--- src/rtl/hmbx_pkg.sv ---
package hmbx_pkg;
    localparam int WORD_W    = 32;
    localparam int MBOX_W    = 2 * WORD_W;
    localparam int TAG_W     = 16;
    localparam int PAYLOAD_W = MBOX_W - TAG_W;
    localparam int BYTE_W    = 8;
    localparam int EXIT_W    = 63;

    localparam logic [7:0] DEV_CTRL = 8'h00;
    localparam logic [7:0] DEV_CONS = 8'h01;
    localparam logic [7:0] OP_ZERO  = 8'h00;
    localparam logic [7:0] OP_ONE   = 8'h01;

    localparam logic [PAYLOAD_W-1:0] ECHO_FLAG = PAYLOAD_W'(9'h100);

    typedef enum logic [1:0] {
        K_NOP,
        K_EXIT,
        K_PUTC,
        K_GETC
    } cmd_kind_e;

    typedef enum logic [1:0] {
        ST_IDLE,
        ST_DECODE,
        ST_SEND
    } eng_state_e;
endpackage

--- src/rtl/hmbx_decode.sv ---
module hmbx_decode
    import hmbx_pkg::*;
(
    input  logic [MBOX_W-1:0]    cmd_word,
    output cmd_kind_e            kind,
    output logic [PAYLOAD_W-1:0] payload
);
    logic [7:0] dev;
    logic [7:0] op;

    assign dev     = cmd_word[MBOX_W-1 -: 8];
    assign op      = cmd_word[MBOX_W-9 -: 8];
    assign payload = cmd_word[PAYLOAD_W-1:0];

    always_comb begin
        kind = K_NOP;
        if (dev == DEV_CTRL && op == OP_ZERO && payload[0]) begin
            kind = K_EXIT;
        end else if (dev == DEV_CONS && op == OP_ONE) begin
            kind = K_PUTC;
        end else if (dev == DEV_CONS && op == OP_ZERO) begin
            kind = K_GETC;
        end
    end
endmodule

--- src/rtl/hmbx_fsm.sv ---
module hmbx_fsm
    import hmbx_pkg::*;
(
    input  logic                 clk,
    input  logic                 rst_n,
    input  logic                 start,
    input  cmd_kind_e            kind,
    input  logic [BYTE_W-1:0]    tx_byte,
    input  logic                 tx_ready,
    output eng_state_e           state,
    output logic                 busy,
    output logic                 exit_fire,
    output logic                 tx_valid,
    output logic                 post_en,
    output logic [PAYLOAD_W-1:0] post_resp,
    output logic                 save_pend
);
    eng_state_e state_q;
    eng_state_e state_d;

    always_ff @(posedge clk) begin
        if (!rst_n) begin
            state_q <= ST_IDLE;
        end else begin
            state_q <= state_d;
        end
    end

    always_comb begin
        state_d = state_q;
        unique case (state_q)
            ST_IDLE:   if (start) state_d = ST_DECODE;
            ST_DECODE: state_d = (kind == K_PUTC) ? ST_SEND : ST_IDLE;
            ST_SEND:   if (tx_ready) state_d = ST_IDLE;
            default:   state_d = ST_IDLE;
        endcase
    end

    always_comb begin
        busy      = 1'b1;
        exit_fire = 1'b0;
        tx_valid  = 1'b0;
        post_en   = 1'b0;
        post_resp = '0;
        save_pend = 1'b0;
        unique case (state_q)
            ST_IDLE: begin
                busy = 1'b0;
            end
            ST_DECODE: begin
                exit_fire = (kind == K_EXIT);
                save_pend = (kind == K_GETC);
                post_en   = (kind == K_EXIT) || (kind == K_NOP);
            end
            ST_SEND: begin
                tx_valid  = 1'b1;
                post_en   = tx_ready;
                post_resp = ECHO_FLAG | PAYLOAD_W'(tx_byte);
            end
            default: busy = 1'b0;
        endcase
    end

    assign state = state_q;
endmodule

--- src/rtl/hmbx_regs.sv ---
module hmbx_regs
    import hmbx_pkg::*;
#(
    parameter int ADDR_W       = 8,
    parameter int TOHOST_OFS   = 0,
    parameter int FROMHOST_OFS = 8
) (
    input  logic                 clk,
    input  logic                 rst_n,
    input  logic                 bus_wr,
    input  logic                 bus_rd,
    input  logic [ADDR_W-1:0]    bus_addr,
    input  logic [WORD_W-1:0]    bus_wdata,
    input  logic                 busy,
    input  logic                 post_en,
    input  logic [PAYLOAD_W-1:0] post_resp,
    input  logic                 save_pend,
    input  logic                 rx_valid,
    input  logic [BYTE_W-1:0]    rx_data,
    output logic [MBOX_W-1:0]    tohost,
    output logic                 start,
    output logic [WORD_W-1:0]    bus_rdata,
    output logic                 bus_err
);
    localparam int WORD_BYTES = WORD_W / 8;
    localparam logic [ADDR_W-1:0] A_TH_LO = ADDR_W'(TOHOST_OFS);
    localparam logic [ADDR_W-1:0] A_TH_HI = ADDR_W'(TOHOST_OFS + WORD_BYTES);
    localparam logic [ADDR_W-1:0] A_FH_LO = ADDR_W'(FROMHOST_OFS);
    localparam logic [ADDR_W-1:0] A_FH_HI = ADDR_W'(FROMHOST_OFS + WORD_BYTES);

    logic [MBOX_W-1:0] th_q;
    logic [MBOX_W-1:0] fh_q;
    logic [TAG_W-1:0]  pend_tag_q;
    logic              armed_q;
    logic [WORD_W-1:0] rdata_q;
    logic              err_q;
    logic [WORD_W-1:0] rd_mux;

    logic hit_th_lo, hit_th_hi, hit_fh_lo, hit_fh_hi, hit_any;

    assign hit_th_lo = (bus_addr == A_TH_LO);
    assign hit_th_hi = (bus_addr == A_TH_HI);
    assign hit_fh_lo = (bus_addr == A_FH_LO);
    assign hit_fh_hi = (bus_addr == A_FH_HI);
    assign hit_any   = hit_th_lo | hit_th_hi | hit_fh_lo | hit_fh_hi;

    assign start = bus_wr && hit_th_hi && armed_q && !busy;

    // Command mailbox and arm flag
    always_ff @(posedge clk) begin
        if (!rst_n) begin
            th_q    <= '0;
            armed_q <= 1'b0;
        end else if (post_en || save_pend) begin
            th_q <= '0;
        end else if (bus_wr && hit_th_lo && !busy) begin
            if (th_q == '0) begin
                th_q    <= {{WORD_W{1'b0}}, bus_wdata};
                armed_q <= 1'b1;
            end else begin
                armed_q <= 1'b0;
            end
        end else if (start) begin
            th_q[MBOX_W-1:WORD_W] <= th_q[MBOX_W-1:WORD_W] | bus_wdata;
        end
    end

    // Pending-read tag
    always_ff @(posedge clk) begin
        if (!rst_n) begin
            pend_tag_q <= '0;
        end else if (save_pend) begin
            pend_tag_q <= th_q[MBOX_W-1 -: TAG_W];
        end
    end

    // Response mailbox: completion over receive over processor write
    always_ff @(posedge clk) begin
        if (!rst_n) begin
            fh_q <= '0;
        end else if (post_en) begin
            fh_q <= {th_q[MBOX_W-1 -: TAG_W], post_resp};
        end else if (rx_valid) begin
            fh_q <= {pend_tag_q, ECHO_FLAG | PAYLOAD_W'(rx_data)};
        end else if (bus_wr && hit_fh_lo) begin
            fh_q <= {{WORD_W{1'b0}}, bus_wdata};
        end else if (bus_wr && hit_fh_hi) begin
            fh_q[MBOX_W-1:WORD_W] <= fh_q[MBOX_W-1:WORD_W] | bus_wdata;
        end
    end

    always_comb begin
        rd_mux = '0;
        if (hit_th_lo)      rd_mux = th_q[WORD_W-1:0];
        else if (hit_th_hi) rd_mux = th_q[MBOX_W-1:WORD_W];
        else if (hit_fh_lo) rd_mux = fh_q[WORD_W-1:0];
        else if (hit_fh_hi) rd_mux = fh_q[MBOX_W-1:WORD_W];
    end

    always_ff @(posedge clk) begin
        if (!rst_n) begin
            rdata_q <= '0;
            err_q   <= 1'b0;
        end else begin
            if (bus_rd) rdata_q <= rd_mux;
            err_q <= bus_wr && !hit_any;
        end
    end

    assign tohost    = th_q;
    assign bus_rdata = rdata_q;
    assign bus_err   = err_q;
endmodule

--- src/rtl/hmbx_console.sv ---
module hmbx_console
    import hmbx_pkg::*;
#(
    parameter int ADDR_W       = 8,
    parameter int TOHOST_OFS   = 0,
    parameter int FROMHOST_OFS = 8
) (
    input  logic              clk,
    input  logic              rst_n,
    input  logic              bus_wr,
    input  logic              bus_rd,
    input  logic [ADDR_W-1:0] bus_addr,
    input  logic [31:0]       bus_wdata,
    output logic [31:0]       bus_rdata,
    output logic              bus_err,
    output logic              exit_valid,
    output logic [62:0]       exit_code,
    output logic              tx_valid,
    output logic [7:0]        tx_data,
    input  logic              tx_ready,
    input  logic              rx_valid,
    input  logic [7:0]        rx_data
);
    logic [MBOX_W-1:0]    th_word;
    logic [PAYLOAD_W-1:0] payload;
    logic [PAYLOAD_W-1:0] post_resp;
    cmd_kind_e            kind;
    eng_state_e           eng_state;
    logic                 start, busy, post_en, save_pend, exit_fire;

    hmbx_decode u_decode (
        .cmd_word (th_word),
        .kind     (kind),
        .payload  (payload)
    );

    hmbx_fsm u_fsm (
        .clk       (clk),
        .rst_n     (rst_n),
        .start     (start),
        .kind      (kind),
        .tx_byte   (payload[BYTE_W-1:0]),
        .tx_ready  (tx_ready),
        .state     (eng_state),
        .busy      (busy),
        .exit_fire (exit_fire),
        .tx_valid  (tx_valid),
        .post_en   (post_en),
        .post_resp (post_resp),
        .save_pend (save_pend)
    );

    hmbx_regs #(
        .ADDR_W       (ADDR_W),
        .TOHOST_OFS   (TOHOST_OFS),
        .FROMHOST_OFS (FROMHOST_OFS)
    ) u_regs (
        .clk       (clk),
        .rst_n     (rst_n),
        .bus_wr    (bus_wr),
        .bus_rd    (bus_rd),
        .bus_addr  (bus_addr),
        .bus_wdata (bus_wdata),
        .busy      (busy),
        .post_en   (post_en),
        .post_resp (post_resp),
        .save_pend (save_pend),
        .rx_valid  (rx_valid),
        .rx_data   (rx_data),
        .tohost    (th_word),
        .start     (start),
        .bus_rdata (bus_rdata),
        .bus_err   (bus_err)
    );

    assign exit_valid = exit_fire && (eng_state == ST_DECODE);
    assign exit_code  = EXIT_W'(payload >> 1);
    assign tx_data    = payload[BYTE_W-1:0];
endmodule

--- config.mk ---
export PLATFORM = sky130hd
export DESIGN_NAME = hmbx_console
export DESIGN_NICKNAME = d
export VERILOG_FILES = /design/src/rtl/hmbx_pkg.sv /design/src/rtl/hmbx_decode.sv /design/src/rtl/hmbx_fsm.sv /design/src/rtl/hmbx_regs.sv /design/src/rtl/hmbx_console.sv
export SDC_FILE = /design/constraint.sdc
export NUM_CORES = 1
export LEC_CHECK = 0
export BUFFER_PORTS_ARGS = -buffer_cell sky130_fd_sc_hd__buf_2
export CAP_MARGIN = 30
export CORE_MARGIN = 8
export CORE_UTILIZATION = 55
export DETAILED_ROUTE_END_ITERATION = 16
export PLACE_DENSITY = 0.88
export SLEW_MARGIN = 20
export SYNTH_ARGS = -nofsm -noshare
export SYNTH_HDL_FRONTEND = slang
export SYNTH_SLANG_ARGS = --single-unit
--- constraint.sdc ---
create_clock -name clk -period 2.25 [get_ports clk]
set_input_delay 0.45 -clock clk [delete_from_list [all_inputs] [get_ports clk]]
set_output_delay 0.45 -clock clk [all_outputs]
set_load 0.005 [all_outputs]
==> flow_summary.yaml, run 1 <==
sta:
  fmax_mhz: 427
  setup_viol: 1
  hold_viol: 0
  period_needed_ns: 2.34
  slew_violations: 0
  finalCritPeriodShare_pct: 104
  rsz0062_at_grt: "true"
  finalClockSkew_ns: 0.0162
  maxSlewHeadroom_pct: 61.4
  hold_ws_ns: 0.288
  setup_ws_ns: -0.0941
  worst_pin_slew_ns: 0.579
route:
  avgViaCountPerCell: 6.23
  routed_wl_um: 26200
  via_count: 7966
  drcViolationCount: 0
  wire_per_inst_um: 20.5
  antenna_left: 0
  firstDrtPassIters: 6
  drt_iter0_drc: 1205
placement:
  hpwl_um: 17300
  pre_cts_ws_ns: -0.0909
  dpl.cell_count: 1238
  gp_congestion: 0.959
  io_buffers: 143
logic_synthesis:
  synthAdderAreaFrac_pct: 0.466
  yosysSeqAreaShare_pct: 44.7
  synth-compound-area-share_pct: 19.6
  avgSynthCellArea_um2: 8.28
  synthMuxAreaShare_pct: 6.71
  ys_top_cells_by_count: "dfxtp_1, nor2_1, a21oi_1"
  synthesis.area_um2: 8060
  synth_cell_types: 44
  synth_area_leader_cell: "dfxtp_1"
  yosys_register_bits: 180
  synthFlopType: "dfxtp_1"
  async_reset_ff_share_pct: 0
  yosysTopAreaCellShare_pct: 44.7
  ys_top_cells_by_area: "dfxtp_1, a21oi_1, nor2_1"
  synthCells: 973
  synth-simple-area-share_pct: 17.9
  synth_most_common_cell: "dfxtp_1"
  synth_edf_count: 0
  synth_top_family_by_area: "compound AO/OA/AOI/OAI gates"
  yosys_warnings: 0
  synth_xor_area_share_pct: 0
cts:
  cts_inserted_buffers: 17
  cts_num_sinks: 180
  htreeDepth: 4
  clkTransAtPathRegs_ns: 0.07
  cts-root-buf: "clkbuf_16"
  clockBufferDepth: 2
  clk_latency_ns: 0.44
  cts_tree: "yes"
setup_path:
  critPathMaxStageDelay_ns: 0.35
  cp-start-kind: "flop"
  crit_family: "simple AND/OR/NAND/NOR gates"
  worst_setup_path_end_kind: "output port"
  crit_buf_inv: 2
  crit_type: "flop to output port"
  crit_chain: "nor4_1 > buf_4 > nand4_1 > nor3_2 > and3_4 > buf_6"
  arrival_ns: 1.89
  cp_max_fo: 4
  crit_required_ns: 1.80
  worst_path_max_delay_cell: "dfxtp_2"
floorplan:
  die_h_um: 137
  coreArea_um2: 14400
  die_area_um2: 18800
  fp-row-count: 44
  ios: 160
  die_x_um: 137
  initial_utilization_pct: 55.9
global_routing:
  grt_max_degree: 65
  top_usage_layer: "met2"
  grt_pass1_wl_um: 40100
  grt_pass1_vias: 7694
  met3_usage_pct: 7.38
  grtUsageMet1_pct: 33.2
  antenna_found_initial: 1
  overflow: 0
  grt_usage_pct: 27.1
  use_met2_pct: 43.0
final_layout:
  utilization_pct: 66.5
  num_antenna_cells: 0
  stdcell_count: 1279
  syn2layout_area_growth_pct: 19.1
  layout.nets: 1139
  drive_above_1_share_pct: 28.1
pwr:
  vdd_drop_max_v: 0.000541
  p_leak_nw: 3.94
  p_total_w: 0.00699
  power_density_nw_per_um2: 728
outcome:
  outcome: "finished with violations"
  violations: "negative setup slack"
flow_run:
  drv_cap: 0
min_path:
  hold_class: "input pin to flop"
## final timing paths
kind | startpoint | slack, ns | cells after the start | endpoint
worst max-delay path | u_regs.tohost[50] | -0.09 | 6 | exit_valid
worst max register to register | u_regs.tohost[39] | 0.04 | 8 | u_regs.tohost[57]
worst min register to register | u_regs.fh_q[17] | 0.45 | 2 | u_regs.fh_q[17]
worst min-delay path | bus_wdata[17] | 0.29 | 3 | u_regs.tohost[49]
## cells in the final DEF, fill, tap and decap left out, drive strengths merged
cell type  instances
nand3b             2
buf              216
o22ai             23
nand3             15
nor2b              4
clkinv             4
o221a              1
and4               1
or4                1
o21ai             18
nor2             166
or3                1
nor3b              1
conb              16
and3               3
a221oi             1
a21oi            138
a211oi            31
bufinv             4
and2              18
o21a               1
o211ai             1
a22oi             31
a311oi             1
mux2              39
nand2b             1
nand4              5
clkbuf            21
o311ai            16
mux2i              9
ha                 3
nand2             91
clkinvlp           1
nor3               7
inv                7
nor4              17
dfxtp            180
## repair_timing
item | 4_1_cts | 5_1_grt
setup endpoints to repair | 1 | 85
pin swaps | 4 | 4
buffers inserted | 7 | 2
hold endpoints to repair | 0 | 0
resized for setup | 6 | 14
hold buffers | 0 | 0
## cells by family after synthesis
| group | after synthesis |
|---|---|
| AO/OA/AOI/OAI | 262 |
| flip-flops | 180 |
| buffers and inverters | 146 |
| other | 1 |
| multiplexers | 48 |
| AND/OR/NAND/NOR | 333 |
| adder cells (fa/ha/maj) | 3 |
## per-stage QoR
stage / area (µm²) / setup TNS [ns]
finish: 9590 / -0.0941
global route: 9590 / -1.33
CTS: 9510 / -0.139
detailed placement: 8800 / -0.442
global placement: 8800 / 0
floorplan: 8110 / 0
## report_power, final
group / internal [W] / switching (W)
clock: 0.00193 / 0.00127
sequential: 0.00324 / 0.0000347
combinational: 0.000197 / 0.000312
## layout make-up
| class | instances | area, µm² |
|---|---|---|
| multi-input cells | 662 | 3750 |
| well taps | 184 | 230 |
| clock buffers | 21 | 460 |
| fillers | 1086 | 4830 |
| flip-flops and latches | 180 | 3610 |
| inverters | 5 | 18.8 |
| repair buffers | 216 | 1350 |
| clock inverters | 11 | 173 |
## worst reg2reg max path, cell delays in order, from the launching register on
cell	delay [ns]
dfxtp_1	0.36
nor4_1	0.37
buf_4	0.19
nand4_1	0.17
nor4_2	0.33
nand3_1	0.18
nand4_1	0.17
buf_12	0.23
nor2_1	0.09
## layer usage
metal | vias up | part of all wire (%)
li1 | 3536 | -
met1 | 3719 | 38
met2 | 601 | 46
met3 | 108 | 12
met4 | 2 | 4.1
met5 | - | 0.042
## flip-flops by register name, summed over array words and instances, names as in the netlist
name               count
u_regs.pend_tag_q     16
u_regs.bus_err         1
u_regs.tohost         64
u_fsm.state            2
u_regs.armed_q         1
u_regs.bus_rdata      32
u_regs.fh_q           64
No activity file was read; power rests on OpenSTA's default activity.
==> run 2: changes to the inputs <==
SETUP_SLACK_MARGIN = 0.02   (was unset)
==> run 2 against run 1 <==
Net effect: the flow still finishes with violations (negative setup slack); sequential share of layout area decreased by 0.41 points; combinational power increased by 4.7%; die area did not move; first-iteration DRC count down 4.4%; wire length grew 3.9%; clock power is essentially flat; worst setup slack got worse by 0.051 ns; critical path type unchanged; critical endpoint unchanged; largest cell class unchanged.
==> flow_summary.yaml, run 2 (synthesized netlist as in run 1, its figures left out) <==
final_layout:
  final_cell_mix: "dfxtp_1, nor2_1, buf_2"
  final_common_cell: "dfxtp_1"
  nFillCells: 1058
  layout.nets: 1144
  syn2layout_area_growth_pct: 20.4
  stdcell_count: 1285
  drive_above_1_share_pct: 28.8
setup_path:
  cp-startpoint: "u_regs.tohost[50]"
  crit_required_ns: 1.80
  reg2reg_from: "u_fsm.state[1]"
  crit_chain: "nor4_1 > buf_4 > nand4_1 > nor3_2 > and3_4 > buf_6"
  crit_buf_inv: 2
  arrival_ns: 1.94
  cp-start-kind: "flop"
  worst_path_max_delay_cell: "dfxtp_2"
  worst_setup_path_end_kind: "output port"
  crit_type: "flop to output port"
  crit_family: "simple AND/OR/NAND/NOR gates"
  cp_max_fo: 4
  critPathMaxStageDelay_ns: 0.35
route:
  drcViolationCount: 0
  routed_wl_um: 27300
  via_count: 8213
  drt_iter0_drc: 1152
  firstDrtPassIters: 8
  wire_per_inst_um: 21.2
  antenna_left: 0
  avgViaCountPerCell: 6.39
pwr:
  power_density_nw_per_um2: 723
  p_leak_nw: 3.99
  vdd_drop_max_v: 0.000530
  p_total_w: 0.00702
sta:
  hold_viol: 0
  worst_pin_slew_ns: 0.573
  setup_tns_ns: -1.53
  fmax_mhz: 418
  setup_ws_ns: -0.145
  finalCritPeriodShare_pct: 106
  maxSlewHeadroom_pct: 61.8
  period_needed_ns: 2.39
  finalClockSkew_ns: 0.0170
  rsz0062_at_grt: "true"
  hold_ws_ns: 0.291
  slew_violations: 0
  setup_viol: 34
cts:
  clk_latency_ns: 0.44
  cts_inserted_buffers: 17
  cts_hold_buf: 0
  clockBufferDepth: 2
  htreeDepth: 4
  clkTransAtPathRegs_ns: 0.07
  cts_num_sinks: 180
  cts_tree: "yes"
  cts-root-buf: "clkbuf_16"
global_routing:
  grt_pass1_wl_um: 40100
  antenna_found_initial: 1
  grt_pass1_vias: 7694
  grt_max_degree: 65
  grt_usage_pct: 27.1
  overflow: 0
min_path:
  holdCritStartpoint: "bus_wdata[17]"
  hold_class: "input pin to flop"
floorplan:
  ios: 160
  coreArea_um2: 14400
  die_area_um2: 18800
  initial_utilization_pct: 55.9
  die_h_um: 137
  fp-row-count: 44
  die_x_um: 137
placement:
  gp_congestion: 0.959
  io_buffers: 143
  hpwl_um: 17300
  dpl.cell_count: 1238
outcome:
  outcome: "finished with violations"
  violations: "negative setup slack"
flow_run:
  drv_cap: 0
run 2: worst paths after layout:
check	slack, ns	endpoint	cells after the start
setup reg to reg	-0.07	u_regs.tohost[63]	10
hold / removal	0.29	u_regs.tohost[49]	3
hold reg to reg	0.45	u_regs.fh_q[17]	2
setup / recovery	-0.14	exit_valid	6
run 2: through the flow:
stage / area (µm²) / setup slack (ns) / utilization [%]
2_1_floorplan: 8110 / 0.189 / -
3_3_place_gp: 8800 / 0.0123 / 61.0
3_5_place_dp: 8800 / -0.0909 / 61.0
4_1_cts: 9510 / -0.139 / 65.9
5_1_grt: 9700 / -0.182 / 67.2
6_report: 9700 / -0.145 / 67.3
run 2: tightest hold or removal path: stages:
cell and delay [ns]:
buf_2 0.11, a21oi_1 0.06, nor2_1 0.07
run 2: layout make-up:
cell class                 count  area [µm²]  share of cell area [%]
sequential                   180        3610                    37.2
timing repair buffer         221        1430                    14.7
antenna                        1        2.50                  0.0258
tap                          184         230                    2.37
multi-input combinational    662        3780                    39.0
clock buffer                  21         460                    4.75
inverter                       5        18.8                   0.193
clock inverter                11         173                    1.78
run 2: routing by layer:
layer  part of all wire, %  GRT usage [%]  vias up
met3                    13           7.38      147
met1                    37           33.2     3826
met5                 0.040              0        -
met4                   5.1           13.8        2
li1                      -              -     3551
met2                    45           43.0      687
run 2: timing repair:
item	in CTS	in global routing
setup buffers	7	5
setup endpoints to repair	1	89
cloned	0	2
resized for setup	6	20
pin swaps	4	7
run 2: report_power, final:
group / total (W) / leakage (nW) / internal (W) / switching, W
combinational: 0.000533 / 2.22 / 0.000210 / 0.000323
clock: 0.00320 / 0.308 / 0.00193 / 0.00128
sequential: 0.00328 / 1.46 / 0.00324 / 0.0000351
==> run 3: changes to the inputs <==
CORE_MARGIN = unset   (was 8)
CORE_UTILIZATION = 59   (was 55)
PLACE_DENSITY = 0.93   (was 0.88)
clock period = 2.9 ns   (was 2.25 ns; I/O delays follow)
==> run 3 against run 2 <==
Net effect: the flow now finishes without violations; wire length down 13%; via count shrank 6.2%; critical endpoint unchanged; largest power group unchanged; register-to-register slack improved by 0.51 ns; utilization up 1.2 points.
==> flow_summary.yaml, run 3 (synthesized netlist as in run 1, its figures left out) <==
setup_path:
  critPathMaxStageDelay_ns: 0.46
  crit_buf_inv: 1
  reg2regPathDepth: 7
  r2r_end: "u_regs.tohost[11]"
  worst_path_max_delay_cell: "nor4_1"
  reg2reg_from: "u_regs.tohost[40]"
  crit_chain: "nor4_1 > nand4_1 > nor3_2 > and3_1 > buf_2"
  arrival_ns: 2.03
  worst_setup_path_end_kind: "output port"
  rrSetupSlack_ns: 0.44
  cp.depth: 5
  crit_family: "simple AND/OR/NAND/NOR gates"
  cp_max_fo: 4
  cp-start-kind: "flop"
  crit_required_ns: 2.32
  crit_type: "flop to output port"
pwr:
  p_total_w: 0.00529
  p_leak_nw: 3.67
  power_density_nw_per_um2: 581
  vdd_drop_max_v: 0.000390
cts:
  clkTransAtPathRegs_ns: 0.07
  cts_num_sinks: 180
  clockBufferDepth: 2
  htreeDepth: 4
  cts_hold_buf: 0
  cts_inserted_buffers: 17
  ctsResizeCount: 0
  post_cts_buffers: 0
  clk_latency_ns: 0.43
  cts_tree: "yes"
  cts-root-buf: "clkbuf_16"
sta:
  finalCritPeriodShare_pct: 90.0
  hold_viol: 0
  worst_pin_slew_ns: 0.758
  setup_tns_ns: 0
  setup_viol: 0
  fmax_mhz: 383
  maxSlewHeadroom_pct: 49.0
  finalClockSkew_ns: 0.0118
  hold_ws_ns: 0.430
  rsz0062_at_grt: "false"
  slew_violations: 0
  period_needed_ns: 2.61
floorplan:
  coreArea_um2: 13300
  fp-row-count: 42
  die_h_um: 119
  die_x_um: 119
  ios: 160
  die_area_um2: 14100
  initial_utilization_pct: 60.6
route:
  avgViaCountPerCell: 6.26
  via_count: 7704
  antenna_left: 0
  firstDrtPassIters: 5
  routed_wl_um: 23600
  drcViolationCount: 0
  drt_iter0_drc: 1058
  wire_per_inst_um: 19.2
global_routing:
  grt_usage_pct: 34.1
  grt_max_degree: 38
  grt_pass1_wl_um: 37700
  grt_pass1_vias: 7350
  overflow: 0
  antenna_found_initial: 0
flow_run:
  drv_cap: 0
outcome:
  outcome: "finished clean"
final_layout:
  utilization_pct: 68.5
  syn2layout_area_growth_pct: 13.0
  nFillCells: 1002
  final_common_cell: "dfxtp_1"
  num_antenna_cells: 0
  drive_above_1_share_pct: 24.3
  final_cell_mix: "dfxtp_1, nor2_1, buf_2"
  layout.nets: 1098
min_path:
  hold_class: "input pin to flop"
  holdCritStartpoint: "bus_wdata[22]"
  hold_depth: 3
  holdPathEnd: "u_regs.fh_q[22]"
placement:
  gp_congestion: 0.928
  io_buffers: 143
  hpwl_um: 15900
-- run 3: cell count changes in the layout (fill, tap and decap cells not counted), moves of 3 or more --
cell,previous run,this run
nor4_4,3,0
nor4_1,10,16
buf_12,6,1
buf_4,68,30
clkinvlp_4,1,4
dfxtp_1,177,180
nor4_2,4,1
-- run 3: layout make-up --
class | count | area [µm²] | area share, %
tap | 176 | 220 | 2.42
multi-input combinational | 662 | 3680 | 40.4
inverter | 5 | 18.8 | 0.206
clock inverter | 13 | 173 | 1.90
timing repair buffer | 175 | 972 | 10.7
clock buffer | 19 | 443 | 4.86
sequential | 180 | 3600 | 39.6
-- run 3: per-layer routing --
layer / vias up / routed length [µm] / track usage, %
li1: 3456 / - / -
met1: 3553 / 8970 / 41.8
met2: 593 / 11000 / 54.3
met3: 102 / 2720 / 9.05
met4: 0 / 959 / 19.4
met5: - / 0 / 0
-- run 3: how the worst max path moves through the flow --
| stage | end | from | slack [ns] |
|---|---|---|---|
| global placement | u_regs.fh_q[49] | bus_addr[2] | 0.50 |
| finish | exit_valid | u_regs.tohost[63] | 0.29 |
| CTS | exit_valid | u_regs.tohost[63] | 0.30 |
| global route | exit_valid | u_regs.tohost[63] | 0.13 |
| detailed placement | u_regs.tohost[11] | bus_addr[7] | 0.39 |
| floorplan | u_regs.fh_q[4] | bus_addr[7] | 0.71 |
-- run 3: tightest hold or removal path: cells and delay by family --
kind	cells	cell delay, ns
buf+inv	1	0.13
simple gates	1	0.06
compound gates	1	0.05
-- run 3: power breakdown --
part	total, W	internal (W)	switching [W]
registers	0.00255	0.00252	0.0000276
logic	0.000369	0.000136	0.000233
clock network	0.00238	0.00139	0.000988
total	0.00529	0.00404	0.00125
-- run 3: stage by stage --
stage	instance area, µm²	worst slack [ns]	instances
3_5_place_dp	8490	0.386	1198
3_3_place_gp	8480	0.496	1197
6_report	9110	0.290	1230
2_1_floorplan	8110	0.709	988
4_1_cts	9110	0.299	1230
5_1_grt	9110	0.133	1230
